**src/rtl/nic_regfront_pkg.sv**
```systemverilog
package nic_regfront_pkg;
  localparam int DW    = 8;
  localparam int RAW   = 4;
  localparam int NREG  = 1 << RAW;
  localparam int OFFW  = RAW + 1;

  typedef logic [DW-1:0]  byte_t;
  typedef logic [RAW-1:0] roff_t;

  typedef enum logic [2:0] {SEL_NONE, SEL_CR, SEL_B0, SEL_B1, SEL_ISR} sel_e;

  localparam roff_t OFF_CMD  = 4'd0;
  localparam roff_t OFF_STAT = 4'd7;
  localparam roff_t OFF_TXPG = 4'd4;
  localparam roff_t OFF_TXL0 = 4'd5;
  localparam roff_t OFF_TXL1 = 4'd6;
  localparam roff_t OFF_DA0  = 4'd8;
  localparam roff_t OFF_DA1  = 4'd9;
  localparam roff_t OFF_DC0  = 4'd10;
  localparam roff_t OFF_DC1  = 4'd11;
  localparam roff_t OFF_TCFG = 4'd13;
  localparam roff_t OFF_DCFG = 4'd14;
  localparam roff_t OFF_MASK = 4'd15;

  // read map: page + offset -> storage source
  function automatic sel_e rd_map(input logic [1:0] pg, input roff_t off);
    sel_e s;
    s = SEL_NONE;
    if (off == OFF_CMD) s = SEL_CR;
    else begin
      case (pg)
        2'd0: begin
          if (off == OFF_STAT) s = SEL_ISR;
          else if (off == 4'd3 || off == OFF_DA0 || off == OFF_DA1) s = SEL_B0;
        end
        2'd1: s = SEL_B1;
        2'd2: if (off == 4'd1 || off == 4'd2 || off == OFF_TXPG || off >= 4'd12) s = SEL_B0;
        default: s = SEL_NONE;
      endcase
    end
    return s;
  endfunction

  // write map: page + offset -> storage target
  function automatic sel_e wr_map(input logic [1:0] pg, input roff_t off);
    sel_e s;
    s = SEL_NONE;
    if (off == OFF_CMD) s = SEL_CR;
    else begin
      case (pg)
        2'd0: s = (off == OFF_STAT) ? SEL_ISR : SEL_B0;
        2'd1: s = SEL_B1;
        default: s = SEL_NONE;
      endcase
    end
    return s;
  endfunction
endpackage

```
**src/rtl/nic_cmd_ctl.sv**
```systemverilog
module nic_cmd_ctl
  import nic_regfront_pkg::*;
#(
  parameter byte_t CR_INIT = 8'h21
) (
  input  logic       clk,
  input  logic       rst_n,
  input  logic       soft_rst,
  input  logic       cr_we,
  input  logic       isr_we,
  input  byte_t      wdata,
  input  logic       tx_busy,
  output logic [1:0] page,
  output byte_t      cr_rdata,
  output logic       nic_en,
  output logic       rst_flag,
  output logic       tx_req,
  output logic       dma_start,
  output logic       dma_dir
);
  byte_t cr_q, cr_d;
  logic  en_q, en_d, fl_q, fl_d, tx_d, ds_d, dir_d;

  always_comb begin
    cr_d  = cr_q;
    en_d  = en_q;
    fl_d  = fl_q;
    tx_d  = 1'b0;
    ds_d  = 1'b0;
    dir_d = dma_dir;
    if (soft_rst) begin
      cr_d = CR_INIT;
      en_d = 1'b0;
      fl_d = 1'b1;
    end else if (cr_we) begin
      cr_d = wdata & ~byte_t'(8'h04);
      if (wdata[0]) begin
        if (en_q) begin
          cr_d[1] = 1'b1;
          en_d    = 1'b0;
        end
        fl_d = 1'b1;
      end else if (wdata[1]) begin
        en_d = 1'b1;
        fl_d = 1'b0;
      end
      case (wdata[5:3])
        3'b001: begin ds_d = 1'b1; dir_d = 1'b0; end
        3'b010: begin ds_d = 1'b1; dir_d = 1'b1; end
        default: ;
      endcase
      tx_d = wdata[2] & en_d;
    end else if (isr_we && wdata[7]) begin
      fl_d = 1'b0;
    end
  end

  always_ff @(posedge clk or negedge rst_n) begin
    if (!rst_n) begin
      cr_q      <= CR_INIT;
      en_q      <= 1'b0;
      fl_q      <= 1'b1;
      tx_req    <= 1'b0;
      dma_start <= 1'b0;
      dma_dir   <= 1'b0;
    end else begin
      cr_q      <= cr_d;
      en_q      <= en_d;
      fl_q      <= fl_d;
      tx_req    <= tx_d;
      dma_start <= ds_d;
      dma_dir   <= dir_d;
    end
  end

  assign page     = cr_q[7:6];
  assign cr_rdata = cr_q | {5'b0, tx_busy, 2'b0};
  assign nic_en   = en_q;
  assign rst_flag = fl_q;
endmodule

```
**src/rtl/nic_reg_bank.sv**
```systemverilog
module nic_reg_bank
  import nic_regfront_pkg::*;
#(
  parameter byte_t DCR_INIT = 8'h04
) (
  input  logic                  clk,
  input  logic                  rst_n,
  input  logic                  soft_rst,
  input  logic                  we0,
  input  logic                  we1,
  input  roff_t                 waddr,
  input  byte_t                 wdata,
  output logic [NREG-1:0][DW-1:0] bank0,
  output logic [NREG-1:0][DW-1:0] bank1
);
  logic [NREG-1:0][DW-1:0] b0_d, b1_d;

  always_comb begin
    b0_d = bank0;
    b1_d = bank1;
    if (soft_rst) begin
      b0_d[OFF_DA0]  = '0;
      b0_d[OFF_DA1]  = '0;
      b0_d[OFF_DC0]  = '0;
      b0_d[OFF_DC1]  = '0;
      b0_d[OFF_TCFG] = '0;
      b0_d[OFF_DCFG] = DCR_INIT;
      b0_d[OFF_MASK] = '0;
    end else begin
      if (we0) b0_d[waddr] = wdata;
      if (we1) b1_d[waddr] = wdata;
    end
  end

  always_ff @(posedge clk or negedge rst_n) begin
    if (!rst_n) begin
      for (int i = 0; i < NREG; i++) begin
        bank0[i] <= (i == int'(OFF_DCFG)) ? DCR_INIT : '0;
        bank1[i] <= '0;
      end
    end else begin
      bank0 <= b0_d;
      bank1 <= b1_d;
    end
  end
endmodule

```
**src/rtl/nic_regfront.sv**
```systemverilog
module nic_regfront
  import nic_regfront_pkg::*;
#(
  parameter byte_t CR_INIT   = 8'h21,
  parameter byte_t DCR_INIT  = 8'h04,
  parameter int    TX_ADDR_W = 14
) (
  input  logic                 clk,
  input  logic                 rst_n,
  input  logic                 acc_valid,
  input  logic                 acc_write,
  input  logic                 acc_wide,
  input  logic [OFFW-1:0]      acc_off,
  input  logic [2*DW-1:0]      acc_wdata,
  output logic [2*DW-1:0]      acc_rdata,
  input  logic                 tx_busy,
  output logic                 nic_en,
  output logic                 rst_flag,
  output logic                 tx_req,
  output logic [TX_ADDR_W-1:0] tx_addr,
  output logic [2*DW-1:0]      tx_len,
  output logic                 dma_start,
  output logic                 dma_dir,
  output logic [2*DW-1:0]      dma_addr,
  output logic [2*DW-1:0]      dma_cnt,
  output logic                 data_req,
  output logic                 data_wr,
  output logic                 data_wide,
  output logic                 dev_reset
);
  logic       pend_q, pend_d, pwr_q, pwr_d;
  roff_t      poff_q, poff_d;
  byte_t      pdat_q, pdat_d;
  logic [1:0] region, page;
  logic       take, hit_reg, hit_dat, hit_rst;
  logic       cyc_valid, cyc_write, cyc_hi;
  roff_t      cyc_off;
  byte_t      cyc_data, cr_rdata, rbyte, rlo_q, rlo_d, rhi_q, rhi_d;
  logic       rbyte_ok;
  sel_e       rsel, wsel;
  logic       dreq_d, dwr_d, dwide_d, drst_d;
  logic [NREG-1:0][DW-1:0] bank0, bank1;

  assign region  = acc_off[OFFW-1:OFFW-2];
  assign take    = acc_valid & ~pend_q;
  assign hit_reg = take & ~region[1];
  assign hit_dat = take & (region == 2'b10);
  assign hit_rst = take & (region == 2'b11);

  // byte-access bus: pending high byte has priority over a new access
  always_comb begin
    if (pend_q) begin
      cyc_valid = 1'b1;
      cyc_write = pwr_q;
      cyc_off   = poff_q;
      cyc_data  = pdat_q;
      cyc_hi    = 1'b1;
    end else begin
      cyc_valid = hit_reg;
      cyc_write = acc_write;
      cyc_off   = acc_off[RAW-1:0];
      cyc_data  = acc_wdata[DW-1:0];
      cyc_hi    = 1'b0;
    end
  end

  assign rsel = rd_map(page, cyc_off);
  assign wsel = wr_map(page, cyc_off);

  always_comb begin
    rbyte_ok = 1'b1;
    case (rsel)
      SEL_CR:  rbyte = cr_rdata;
      SEL_B0:  rbyte = bank0[cyc_off];
      SEL_B1:  rbyte = bank1[cyc_off];
      SEL_ISR: rbyte = {rst_flag, 7'b0};
      default: begin rbyte = '0; rbyte_ok = 1'b0; end
    endcase
  end

  always_comb begin
    pend_d  = hit_reg & acc_wide;
    poff_d  = acc_off[RAW-1:0] + roff_t'(1);
    pdat_d  = acc_wdata[2*DW-1:DW];
    pwr_d   = acc_write;
    rlo_d   = rlo_q;
    rhi_d   = rhi_q;
    if (cyc_valid && !cyc_write && rbyte_ok) begin
      if (cyc_hi) rhi_d = rbyte;
      else        rlo_d = rbyte;
    end
    dreq_d  = hit_dat;
    dwr_d   = hit_dat & acc_write;
    dwide_d = hit_dat & acc_wide;
    drst_d  = hit_rst;
  end

  always_ff @(posedge clk or negedge rst_n) begin
    if (!rst_n) begin
      pend_q    <= 1'b0;
      poff_q    <= '0;
      pdat_q    <= '0;
      pwr_q     <= 1'b0;
      rlo_q     <= '0;
      rhi_q     <= '0;
      data_req  <= 1'b0;
      data_wr   <= 1'b0;
      data_wide <= 1'b0;
      dev_reset <= 1'b0;
    end else begin
      pend_q    <= pend_d;
      poff_q    <= poff_d;
      pdat_q    <= pdat_d;
      pwr_q     <= pwr_d;
      rlo_q     <= rlo_d;
      rhi_q     <= rhi_d;
      data_req  <= dreq_d;
      data_wr   <= dwr_d;
      data_wide <= dwide_d;
      dev_reset <= drst_d;
    end
  end

  nic_cmd_ctl #(.CR_INIT(CR_INIT)) u_cmd (
    .clk      (clk),
    .rst_n    (rst_n),
    .soft_rst (hit_rst),
    .cr_we    (cyc_valid & cyc_write & (wsel == SEL_CR)),
    .isr_we   (cyc_valid & cyc_write & (wsel == SEL_ISR)),
    .wdata    (cyc_data),
    .tx_busy  (tx_busy),
    .page     (page),
    .cr_rdata (cr_rdata),
    .nic_en   (nic_en),
    .rst_flag (rst_flag),
    .tx_req   (tx_req),
    .dma_start(dma_start),
    .dma_dir  (dma_dir)
  );

  nic_reg_bank #(.DCR_INIT(DCR_INIT)) u_bank (
    .clk     (clk),
    .rst_n   (rst_n),
    .soft_rst(hit_rst),
    .we0     (cyc_valid & cyc_write & (wsel == SEL_B0)),
    .we1     (cyc_valid & cyc_write & (wsel == SEL_B1)),
    .waddr   (cyc_off),
    .wdata   (cyc_data),
    .bank0   (bank0),
    .bank1   (bank1)
  );

  assign acc_rdata = {rhi_q, rlo_q};
  assign tx_addr   = TX_ADDR_W'({bank0[OFF_TXPG], 8'h00});
  assign tx_len    = {bank0[OFF_TXL1], bank0[OFF_TXL0]};
  assign dma_addr  = {bank0[OFF_DA1], bank0[OFF_DA0]};
  assign dma_cnt   = {bank0[OFF_DC1], bank0[OFF_DC0]};
endmodule

```
**config.mk**
```make
export PLATFORM = sky130hd
export DESIGN_NAME = nic_regfront
export DESIGN_NICKNAME = d
export VERILOG_FILES = /design/src/rtl/nic_regfront_pkg.sv /design/src/rtl/nic_cmd_ctl.sv /design/src/rtl/nic_reg_bank.sv /design/src/rtl/nic_regfront.sv
export SDC_FILE = /design/constraint.sdc
export NUM_CORES = 1
export LEC_CHECK = 0
export ABC_AREA = 1
export BUFFER_PORTS_ARGS = -buffer_cell sky130_fd_sc_hd__buf_2
export CORE_MARGIN = 3
export CORE_UTILIZATION = 52
export DETAILED_ROUTE_END_ITERATION = 6
export PLACE_DENSITY = 0.68
export SLEW_MARGIN = 25
export SYNTH_ARGS = -nofsm -noshare
export SYNTH_HDL_FRONTEND = slang
export SYNTH_SLANG_ARGS = --single-unit
```
**constraint.sdc**
```tcl
create_clock -name clk -period 2.8 [get_ports clk]
set_input_delay 0.14 -clock clk [delete_from_list [all_inputs] [get_ports clk]]
set_output_delay 0.14 -clock clk [all_outputs]
set_load 0.01 [all_outputs]
```
=== Word-level counts from Yosys, hierarchy flattened ===
Cells that the tools add are included.

* Bits in registers: 303
* Input bits: 27
* Logic and storage cells: 163

* Add/sub/neg operators: 1
* $lt $le $gt $ge: 3
* Equal/unequal tests: 22
* Mux-type cells: 47
* Bitwise operators: 18
* Reductions and logical operators: 24

{| class="wikitable"
|+ Operators by type and width
! kind !! number
|-
| $bwmux 128 || 2
|-
| $mux 128 || 1
|-
| $bmux 8 s4 || 2
|-
| $mux 8 || 6
|-
| $demux 8 s4 || 1
|-
| $mux 32 || 1
|-
| $pmux 8 s4 || 1
|-
| $mux 24 || 1
|-
| $mux 1 || 22
|-
| $eq 3x2->1 const B || 5
|-
| $and 1x1->1 || 13
|-
| $mux 3 || 4
|-
| $reduce_and 2->1 || 5
|-
| $eq 3x1->1 const B || 3
|-
| $pmux 3 s3 || 1
|-
| $eq 4x2->1 const B || 2
|-
| $eq 4x3->1 const B || 2
|-
| $eq 4x4->1 const B || 2
|-
| $or 8x3->8 || 1
|-
| $eq 2x2->1 const B || 3
|-
| $eq 3x3->1 const B || 2
|-
| $pmux 3 s2 || 1
|-
| $reduce_bool 2->1 || 3
|-
| $logic_or 1x1->1 || 5
|-
| 19 further kinds || 26
|}

=== Depth between registers and ports, before layout ===
Gate-level depths: netlist of the first run.

* Depth in word-level cells: 13
* Depth in mapped cells: 17
* Mapped depth without buffers: 16

=== Cells and area by module ===
From an unflattened synthesis of the first run, not the netlist that was laid out.

* Cells, all modules: 2,026
* Area, all modules: 14,885.5 um2

{| class="wikitable"
|+ By module, submodules not included
! module !! instances !! cells an instance !! area an instance (um2) !! seq. area each (um2)
|-
| nic_reg_bank || 1 || 1,121 || 9,988.3 || 6,407.4
|-
| nic_regfront || 1 || 841 || 4,362.9 || 850.8
|-
| nic_cmd_ctl || 1 || 64 || 534.3 || 304.0
|}

=== Worst setup path after synthesis of the first run ===
No wires, ideal clock.

* Path kind: register -> register
* Start: register pend_q
* End: register rhi_q[0]
* Library setup time: 116 ps
* Arrival time: 1,977 ps
* Data required time: 2,684 ps
* Slack: 706 ps
* Stages on the path, launching flop included: 17
* Buffers on the path: 0
* Period minus slack after synthesis: 2,094 ps
* Path through: dfrtp_1 inv_2 nand2_1 nand2_2 clkinv_1 nand2_1 nor2_1 nor2_1 nand2_1 nand2_1 nand2_1 nand2_1 nand3_2 nand2_4 inv_2 nand2_1 nand2_1

* Longest elaborated chain between the ends: 13
* Elaborated cells on any way between the ends: 41

{| class="wikitable"
|+ Ends and longest elaborated chain
! what !! line !! RTL
|-
| start: declaration || nic_regfront.sv:31 || <nowiki>logic pend_q, pend_d, pwr_q, pwr_d;</nowiki>
|-
| start signal: assignment || nic_regfront.sv:111 || <nowiki>pend_q <= pend_d;</nowiki>
|-
| $mux 4 || nic_regfront.sv:52 || <nowiki>if (pend_q) begin</nowiki>
|-
| $eq 4x2->1, or another cell as far along || nic_regfront_pkg.sv:34 || <nowiki>else if (off == 4'd3 || off == OFF_DA0 || off == OFF_DA1) s = SEL_B0;</nowiki>
|-
| $logic_or 1x1->1, on equally long branches (2 in series) || nic_regfront_pkg.sv:34, nic_regfront_pkg.sv:37 ||
|-
| $mux 2 or $logic_or 1x1->1 (tied branches) || nic_regfront_pkg.sv:34, nic_regfront_pkg.sv:37 ||
|-
| $mux 3 or $mux 2 (tied branches) || nic_regfront_pkg.sv:33, nic_regfront_pkg.sv:37 ||
|-
| $pmux 3 s3 || nic_regfront_pkg.sv:31 || <nowiki>case (pg)</nowiki>
|-
| $mux 3 || nic_regfront_pkg.sv:29 || <nowiki>if (off == OFF_CMD) s = SEL_CR;</nowiki>
|-
| $eq 3x3->1, or another cell as far along || nic_regfront.sv:72 || <nowiki>case (rsel)</nowiki>
|-
| $reduce_or 4->1 (no source line) || -- ||
|-
| $mux 1 || nic_regfront.sv:72 ||
|-
| $logic_and 1x1->1 || nic_regfront.sv:88 || <nowiki>if (cyc_valid && !cyc_write && rbyte_ok) begin</nowiki>
|-
| $reduce_and 2->1 (no source line) || -- ||
|-
| end signal: assignment || nic_regfront.sv:116 || <nowiki>rhi_q <= rhi_d;</nowiki>
|-
| end: declaration || nic_regfront.sv:38 || <nowiki>byte_t cyc_data, cr_rdata, rbyte, rlo_q, rlo_d, rhi_q, rhi_d;</nowiki>
|}

Parallel ways exist; a longest one is shown, timed or not. The select of a mux whose other input is x is not followed.
A chain may end at the register's enable or synchronous reset.

=== Worst setup path in the final report of the first run ===
* Start: register pend_q
* End: register rlo_q[0]

* Longest elaborated chain between the ends: 13
* Elaborated cells on any way between the ends: 42

{| class="wikitable"
|+ Ends and longest elaborated chain
! what !! line !! RTL
|-
| $mux 4 || nic_regfront.sv:52 ||
|-
| $eq 4x2->1, or another cell as far along || nic_regfront_pkg.sv:34 ||
|-
| $logic_or 1x1->1, on equally long branches (2 in series) || nic_regfront_pkg.sv:34, nic_regfront_pkg.sv:37 ||
|-
| $mux 2 or $logic_or 1x1->1 (tied branches) || nic_regfront_pkg.sv:34, nic_regfront_pkg.sv:37 ||
|-
| $mux 3 or $mux 2 (tied branches) || nic_regfront_pkg.sv:33, nic_regfront_pkg.sv:37 ||
|-
| $pmux 3 s3 || nic_regfront_pkg.sv:31 ||
|-
| $mux 3 || nic_regfront_pkg.sv:29 ||
|-
| $eq 3x3->1, or another cell as far along || nic_regfront.sv:72 ||
|-
| $reduce_or 4->1 (no source line) || -- ||
|-
| $mux 1 || nic_regfront.sv:72 ||
|-
| $logic_and 1x1->1 || nic_regfront.sv:88 ||
|-
| $reduce_and 2->1 (no source line) || -- ||
|-
| end signal: assignment || nic_regfront.sv:115 || <nowiki>rlo_q <= rlo_d;</nowiki>
|-
| end: declaration || nic_regfront.sv:38 ||
|}

Parallel ways exist; a longest one is shown, timed or not. The select of a mux whose other input is x is not followed.

==> out/qor.yml, run 1 <==
global_route:
  overflow: 0
  grt_antenna_before_repair: 0
  grt_pass1_wl_um: 69000
  first_global_vias: 12100
  grt_max_degree: 85
  track_usage_pct: 29.0
layout:
  final_core_util_pct: 60.6
  final_area_um2: 16500
  diodes: 0
  areaGrowthSynthToFinish_pct: 13.3
  nNetsFinal: 1966
  drive_gt1_share_pct: 14.5
placement:
  routabilityCongestion: 0.882
  io_buffers: 105
  dp_hpwl_um: 28400
  place_area_um2: 15200
status:
  violations: "DRC"
  outcome: "finished with violations"
timing:
  finalSetupViolCount: 0
  hold_viol: 0
  rsz0062_at_grt: "no"
  period_share_pct: 91.6
  max_freq_mhz: 390
  relSlewSlack_pct: 39.9
  timing.setup.tns_ns: 0
  period_minus_slack_ns: 2.56
  final.setup_skew_ns: 0.0176
  slew_viol_final: 0
  tightest_slew_ns: 0.902
drt:
  avgRoutedWirePerCell_um: 18.5
  drc: 2
  ant_nets: 0
  drtIter0Drc: 1177
  via_count: 12500
  drt-total-wl_um: 43300
  drtPass1Iterations: 7
  vias_per_cell: 5.35
worst_hold_path:
  worst_hold_path_type: "input pin to flop"
  holdPathStages: 5
  hold_start: "acc_wdata[1]"
  min_to: "u_bank.bank1[73]"
logic_synthesis:
  synth_top_area_cell: "dfrtp_1"
  ys_seq_area_share_pct: 51.9
  synth_most_common_cell: "nand2_1"
  synth_ff_type: "dfrtp_1"
  synth.avg_cell_area_um2: 7.69
  synth.distinct_cells: 33
  syn_area_um2: 14600
  yosysWarnings: 0
  synth_edf_count: 0
  synthTopCellsByArea: "dfrtp_1 51%, nand2_1 18%, o21ai_0 7.8%, inv_1 4.5%, buf_4 3.2%"
  ys_seq_elements: 302
  synthArstFlopShare_pct: 100
  synth_top_area_share_pct: 51.2
  synth_common_cells: "702 x nand2_1, 298 x dfrtp_1, 227 x o21ai_0"
  synth_cells: 1895
floorplan:
  start_util_pct: 53.5
  core_um2: 27300
  die_w_um: 173
  dieArea_um2: 30100
  rows: 60
  die_h_um: 173
  io_pins: 114
critical_path:
  r2r_start: "pend_q"
  endpoint_kind: "flop"
  rr_worst_depth: 13
  required_ns: 3.19
  startpoint: "pend_q"
  cp-start-kind: "flop"
  cp.arrival_ns: 2.96
  reg2reg_to: "rlo_q[0]"
  crit_path_max_fanout: 9
  rrSetupSlack_ns: 0.24
  critical_path_class: "flop to flop"
power_and_ir_drop:
  power_mw: 11.5
  powerDensity_nw_per_um2: 694
  peakVddDrop_v: 0.000501
  p_leak_nw: 8.62
clocking:
  cts_buffers: 35
  cts_root_buf: "clkbuf_16"
  cts.clk_slew.worst_paths_ns: 0.06
  clock_path_buffers: 3
  cts_tree: "yes"
  clkSinkCount: 302
  clk_latency_ns: 0.51
  cts-htree-levels: 2
flow_run:
  drv_cap: 0
==> routing by layer <==
metal | track usage (%) | vias up | share of wire (%)
met5 | 0 | - | 0
li1 | - | 5906 | -
met3 | 4.23 | 102 | 6.9
met4 | 9.73 | 0 | 3.2
met2 | 46.2 | 517 | 46
met1 | 40.9 | 5962 | 43
==> worst max-delay path, stage by stage, from the launching register on <==
cell,delay (ns)
dfrtp_2,0.45
o21ai_1,0.34
nand2_1,0.26
nor2_2,0.24
buf_4,0.20
nor2_1,0.06
nand2_1,0.06
nand2_1,0.15
nand2_1,0.14
nand3_2,0.14
nand2_4,0.16
inv_2,0.09
nand2_1,0.08
nand2_1,0.06
==> cells by family (layout without fill, tap and decap cells) <==
logic type	count (synthesis)	count (layout)	synth area share, %
other	1	8	0.0257
AO/OA/AOI/OAI	292	292	10.6
buffers and inverters	360	421	11.1
flip-flops	302	302	51.9
adder cells (fa/ha/maj)	1	1	0.0858
AND/OR/NAND/NOR	937	937	26.2
XOR/XNOR	2	2	0.120
==> timing repair <==
action,CTS,global route
buffers inserted,0,0
hold buffers,20,0
endpoints found under the hold margin,87,0
setup endpoints to repair,0,31
resized for setup,0,2
==> report_power, final <==
group | total [mW] | internal (mW) | switching, mW
Sequential | 5.03 | 4.79 | 0.247
Clock | 4.53 | 2.74 | 1.79
Combinational | 1.90 | 0.649 | 1.25
==> registers in the layout (all words and copies together) (netlist names) <==
name	flops
pdat_q	8
data_wide	1
u_cmd.dma_start	1
dev_reset	1
u_bank.bank0	128
data_wr	1
u_cmd.nic_en	1
data_req	1
u_bank.bank1	128
u_cmd.tx_req	1
u_cmd.cr_q	7
pend_q	1
rlo_q	8
pwr_q	1
rhi_q	8
poff_q	4
u_cmd.rst_flag	1
u_cmd.dma_dir	1
==> how the worst max path moves through the flow <==
stage	endpoint	slack, ns	cells past startpoint
finish	rlo_q[0]	0.24	13
CTS	rlo_q[0]	0.13	14
global placement	u_bank.bank1[112]	0.26	13
floorplan	rhi_q[0]	0.71	16
detailed placement	rlo_q[6]	0.14	14
global route	rhi_q[3]	0.05	13
==> per-stage QoR <==
stage	setup WS [ns]	std cells	hold slack [ns]
3_3_place_gp	0.260	2253	0.189
2_1_floorplan	0.706	1902	-0.156
6_report	0.236	2335	0.0608
4_1_cts	0.126	2335	0.0392
3_5_place_dp	0.143	2253	0.188
5_1_grt	0.0490	2335	0.0640
==> area by class of cell <==
| class | instances | area, µm² |
|---|---|---|
| clock inverters | 6 | 80.1 |
| inverters | 187 | 702 |
| flip-flops and latches | 302 | 7560 |
| multi-input cells | 1240 | 5470 |
| fillers | 2506 | 10700 |
| well taps | 372 | 465 |
| repair buffers | 172 | 1190 |
| clock buffers | 56 | 1050 |
==> cell usage in the layout (no fill, tap or decap), types with 2 or more instances in the layout <==
cell type / instances
o211ai_1: 4
clkbuf_8: 5
nand2_4: 3
nor2_1: 106
o21ai_2: 6
nor2_2: 4
buf_4: 39
o21ai_0: 220
nand2_1: 700
nand3b_1: 3
inv_1: 173
nand4_1: 12
dlygate4sd3_1: 20
nor2_4: 5
buf_2: 104
a21oi_1: 5
o22ai_1: 48
nand2_2: 16
inv_2: 12
nand3_1: 53
dfrtp_1: 297
o21a_1: 6
clkinv_1: 2
dfstp_2: 4
clkbuf_1: 14
clkinv_2: 4
or2_2: 31
buf_12: 8
nor3_1: 3
bufinv_16: 2
conb_1: 8
clkbuf_16: 37
No activity file was read; power rests on OpenSTA's default activity.
==> run 2, diff against run 1 <==
--- a/config.mk
+++ b/config.mk
@@ -9,8 +9,9 @@
 export BUFFER_PORTS_ARGS = -buffer_cell sky130_fd_sc_hd__buf_2
 export CORE_MARGIN = 3
 export CORE_UTILIZATION = 52
+export CTS_CLUSTER_SIZE = 28
 export DETAILED_ROUTE_END_ITERATION = 6
-export PLACE_DENSITY = 0.68
+export PLACE_DENSITY = 0.71
 export SLEW_MARGIN = 25
 export SYNTH_ARGS = -nofsm -noshare
 export SYNTH_HDL_FRONTEND = slang
==> run 2 against run 1 <==
  * Combinational power about the same
  * Largest cell class unchanged
  * The run now ends clean
  * Critical endpoint is now u_bank.bank0[42]
  * Design area decreased by 0.85%
  * Power decreased by 4.6%
  * Clock skew decreased by 0.0060 ns
  * Critical path depth decreased by 2
  * Worst hold slack got worse by 0.024 ns
  * Via count decreased by 1.1%
==> out/qor.yml, run 2 (synthesis results as in run 1) <==
status:
  outcome: "finished clean"
layout:
  final_core_util_pct: 60.1  # -0.51 points
  layout_commonest_cell: "nand2_1"
  n_fill_cell: 2502  # -0.16%
  areaGrowthSynthToFinish_pct: 12.4
  reg_top3: "u_bank.bank0: 128 flops, u_bank.bank1: 128 flops"
  diodes: 0  # unchanged
  layout_common_cells: "699 x nand2_1, 298 x dfrtp_1, 220 x o21ai_0, 173 x inv_1, 106 x nor2_1"
  fin_cells: 2333  # -0.086%
  nNetsFinal: 1965  # -0.051%
  drive_gt1_share_pct: 14.5  # +0.066 points
  final_area_um2: 16400  # -0.85%
timing:
  hold_viol: 0  # unchanged
  tightest_slew_ns: 1.06  # +0.155 ns
  finalSetupViolCount: 0  # unchanged
  max_freq_mhz: 379  # -2.7%
  relSlewSlack_pct: 29.5  # -10 points
  period_share_pct: 94.1  # +2.6 points
  final.setup_skew_ns: 0.0116  # -0.00595 ns
  slew_viol_final: 0  # unchanged
  fin_ws_ns: 0.164  # -0.0723 ns
  period_minus_slack_ns: 2.64  # +0.0723 ns
  rsz0062_at_grt: "yes"
drt:
  vias_per_cell: 5.29  # -1.0%
  via_count: 12300  # -1.1%
  drtPass1Iterations: 6  # -1
  drt-total-wl_um: 41500  # -4.0%
  avgRoutedWirePerCell_um: 17.8  # -4.0%
  ant_nets: 0  # unchanged
  drtIter0Drc: 1202  # +2.1%
  drc: 0  # -2
global_route:
  grt_pass1_wl_um: 66200  # -4.1%
  grt_antenna_before_repair: 0  # unchanged
  track_usage_pct: 27.5  # -1.5 points
  first_global_vias: 12000  # -1.3%
  grt_max_degree: 82  # -3.5%
  overflow: 0  # unchanged
critical_path:
  r2r_start: "pend_q"
  rr_worst_depth: 11  # -2
  critical_path_class: "flop to flop"
  slowest_delay_ns: 0.47  # +0.02 ns
  worst-path-buf-inv: 4  # +2
  crit_chain: "inv_2, nand2_2, nand2_4, nand2_1, buf_4, nor2_1, inv_1, nand4_1, inv_4, nand2_1, o21ai_0"
  startpoint: "pend_q"
  rrSetupSlack_ns: 0.16  # -0.07 ns
  crit_slowest_cell: "dfrtp_1"
  cp.depth: 11  # -2
  required_ns: 3.25  # +0.06 ns
  reg2reg_to: "u_bank.bank0[42]"
  cp-start-kind: "flop"
  crit_end: "u_bank.bank0[42]"
  cp.arrival_ns: 3.09  # +0.13 ns
  crit_path_max_fanout: 16  # +7
  path_delay_family: "simple AND/OR/NAND/NOR gates"
  endpoint_kind: "flop"
  crit_top_cell: "nand2_1"
flow_run:
  drv_cap: 0  # unchanged
floorplan:
  die_w_um: 173  # unchanged
  rows: 60  # unchanged
  dieArea_um2: 30100  # unchanged
  io_pins: 114  # unchanged
  die_h_um: 173  # unchanged
  start_util_pct: 53.5  # unchanged
  core_um2: 27300  # unchanged
placement:
  place_ws_ns: 0.168  # +0.0256 ns
  routabilityCongestion: 0.928  # +5.3%
  io_buffers: 105  # unchanged
  placed_cells: 2254  # +0.044%
  dp_hpwl_um: 28000  # -1.4%
  place_area_um2: 15200  # about the same
clocking:
  cts.clk_slew.worst_paths_ns: 0.07  # about the same
  cts-htree-levels: 1  # -1
  cts_tree: "yes"
  clock_path_buffers: 3  # unchanged
  clkSinkCount: 302  # unchanged
  clk_latency_ns: 0.56  # +0.05 ns
  cts_buffers: 31  # -11%
  cts_root_buf: "clkbuf_16"
power_and_ir_drop:
  p_leak_nw: 8.56  # -0.67%
  peakVddDrop_v: 0.000441  # -12%
  powerDensity_nw_per_um2: 668  # -3.8%
worst_hold_path:
  worst_hold_path_type: "input pin to flop"
-- run 2: cell count changes in the layout (fill, tap and decap cells not counted), sizes merged --
cell / change
buf: +1
clkbuf: -13
clkinv: +6
clkinvlp: +2
dlygate4sd3: +2
-- run 2: layout make-up --
class                      count  area [µm²]  share of cell area, %
timing repair buffer         175        1200                   7.35
clock inverter                14         125                  0.764
clock buffer                  43         851                   5.20
multi-input combinational   1240        5460                   33.4
tap                          372         465                   2.84
inverter                     187         704                   4.30
sequential                   302        7560                   46.2
-- run 2: how the worst min path moves through the flow --
stage                             from                to  slack, ns  cells past startpoint
after detailed placement         rst_n  u_bank.bank0[59]       0.18                      1
after global routing      acc_wdata[1]  u_bank.bank1[73]       0.05                      5
after global placement           rst_n  u_bank.bank0[63]       0.18                      1
after CTS                 acc_wdata[1]  u_bank.bank1[73]      0.005                      5
final                     acc_wdata[1]  u_bank.bank1[73]       0.04                      5
after floorplan                  rst_n          data_req      -0.16                      0
-- run 2: stage by stage --
step | total power [mW] | TNS [ns] | hold WS, ns
after floorplan | 6.27 | 0 | -0.156
after global placement | 6.91 | 0 | 0.177
after detailed placement | 6.94 | 0 | 0.184
after CTS | 11.0 | 0 | 0.00486
after global routing | 11.4 | -0.0390 | 0.0546
final | 10.9 | 0 | 0.0372
-- run 2: report_power, final --
part	switching [mW]	internal (mW)	leakage [nW]
clock	1.73	2.30	0.482
combinational	1.23	0.650	4.03
sequential	0.245	4.79	4.05
total	3.20	7.73	8.56
-- run 2: worst register-to-register path, cell delays in order, from the launching register on --
cell and delay [ns]:
dfrtp_1 0.47, inv_2 0.10, nand2_2 0.10, nand2_4 0.09, nand2_1 0.21, buf_4 0.17, nor2_1 0.06, inv_1 0.19
nand4_1 0.22, inv_4 0.22, nand2_1 0.37, o21ai_0 0.33
-- run 2: layer usage --
metal	share of wire, %	GRT usage, %	vias up
met2	47	45.7	408
met5	0	0	-
met4	3.4	8.99	0
li1	-	-	5915
met3	6.0	3.50	98
met1	43	37.6	5926
-- run 2: repair_timing --
action	4_1_cts	5_1_grt
setup endpoints to repair	0	34
buffers inserted	0	0
endpoints found under the hold margin	96	0
hold buffers	22	0
resized for setup	0	3
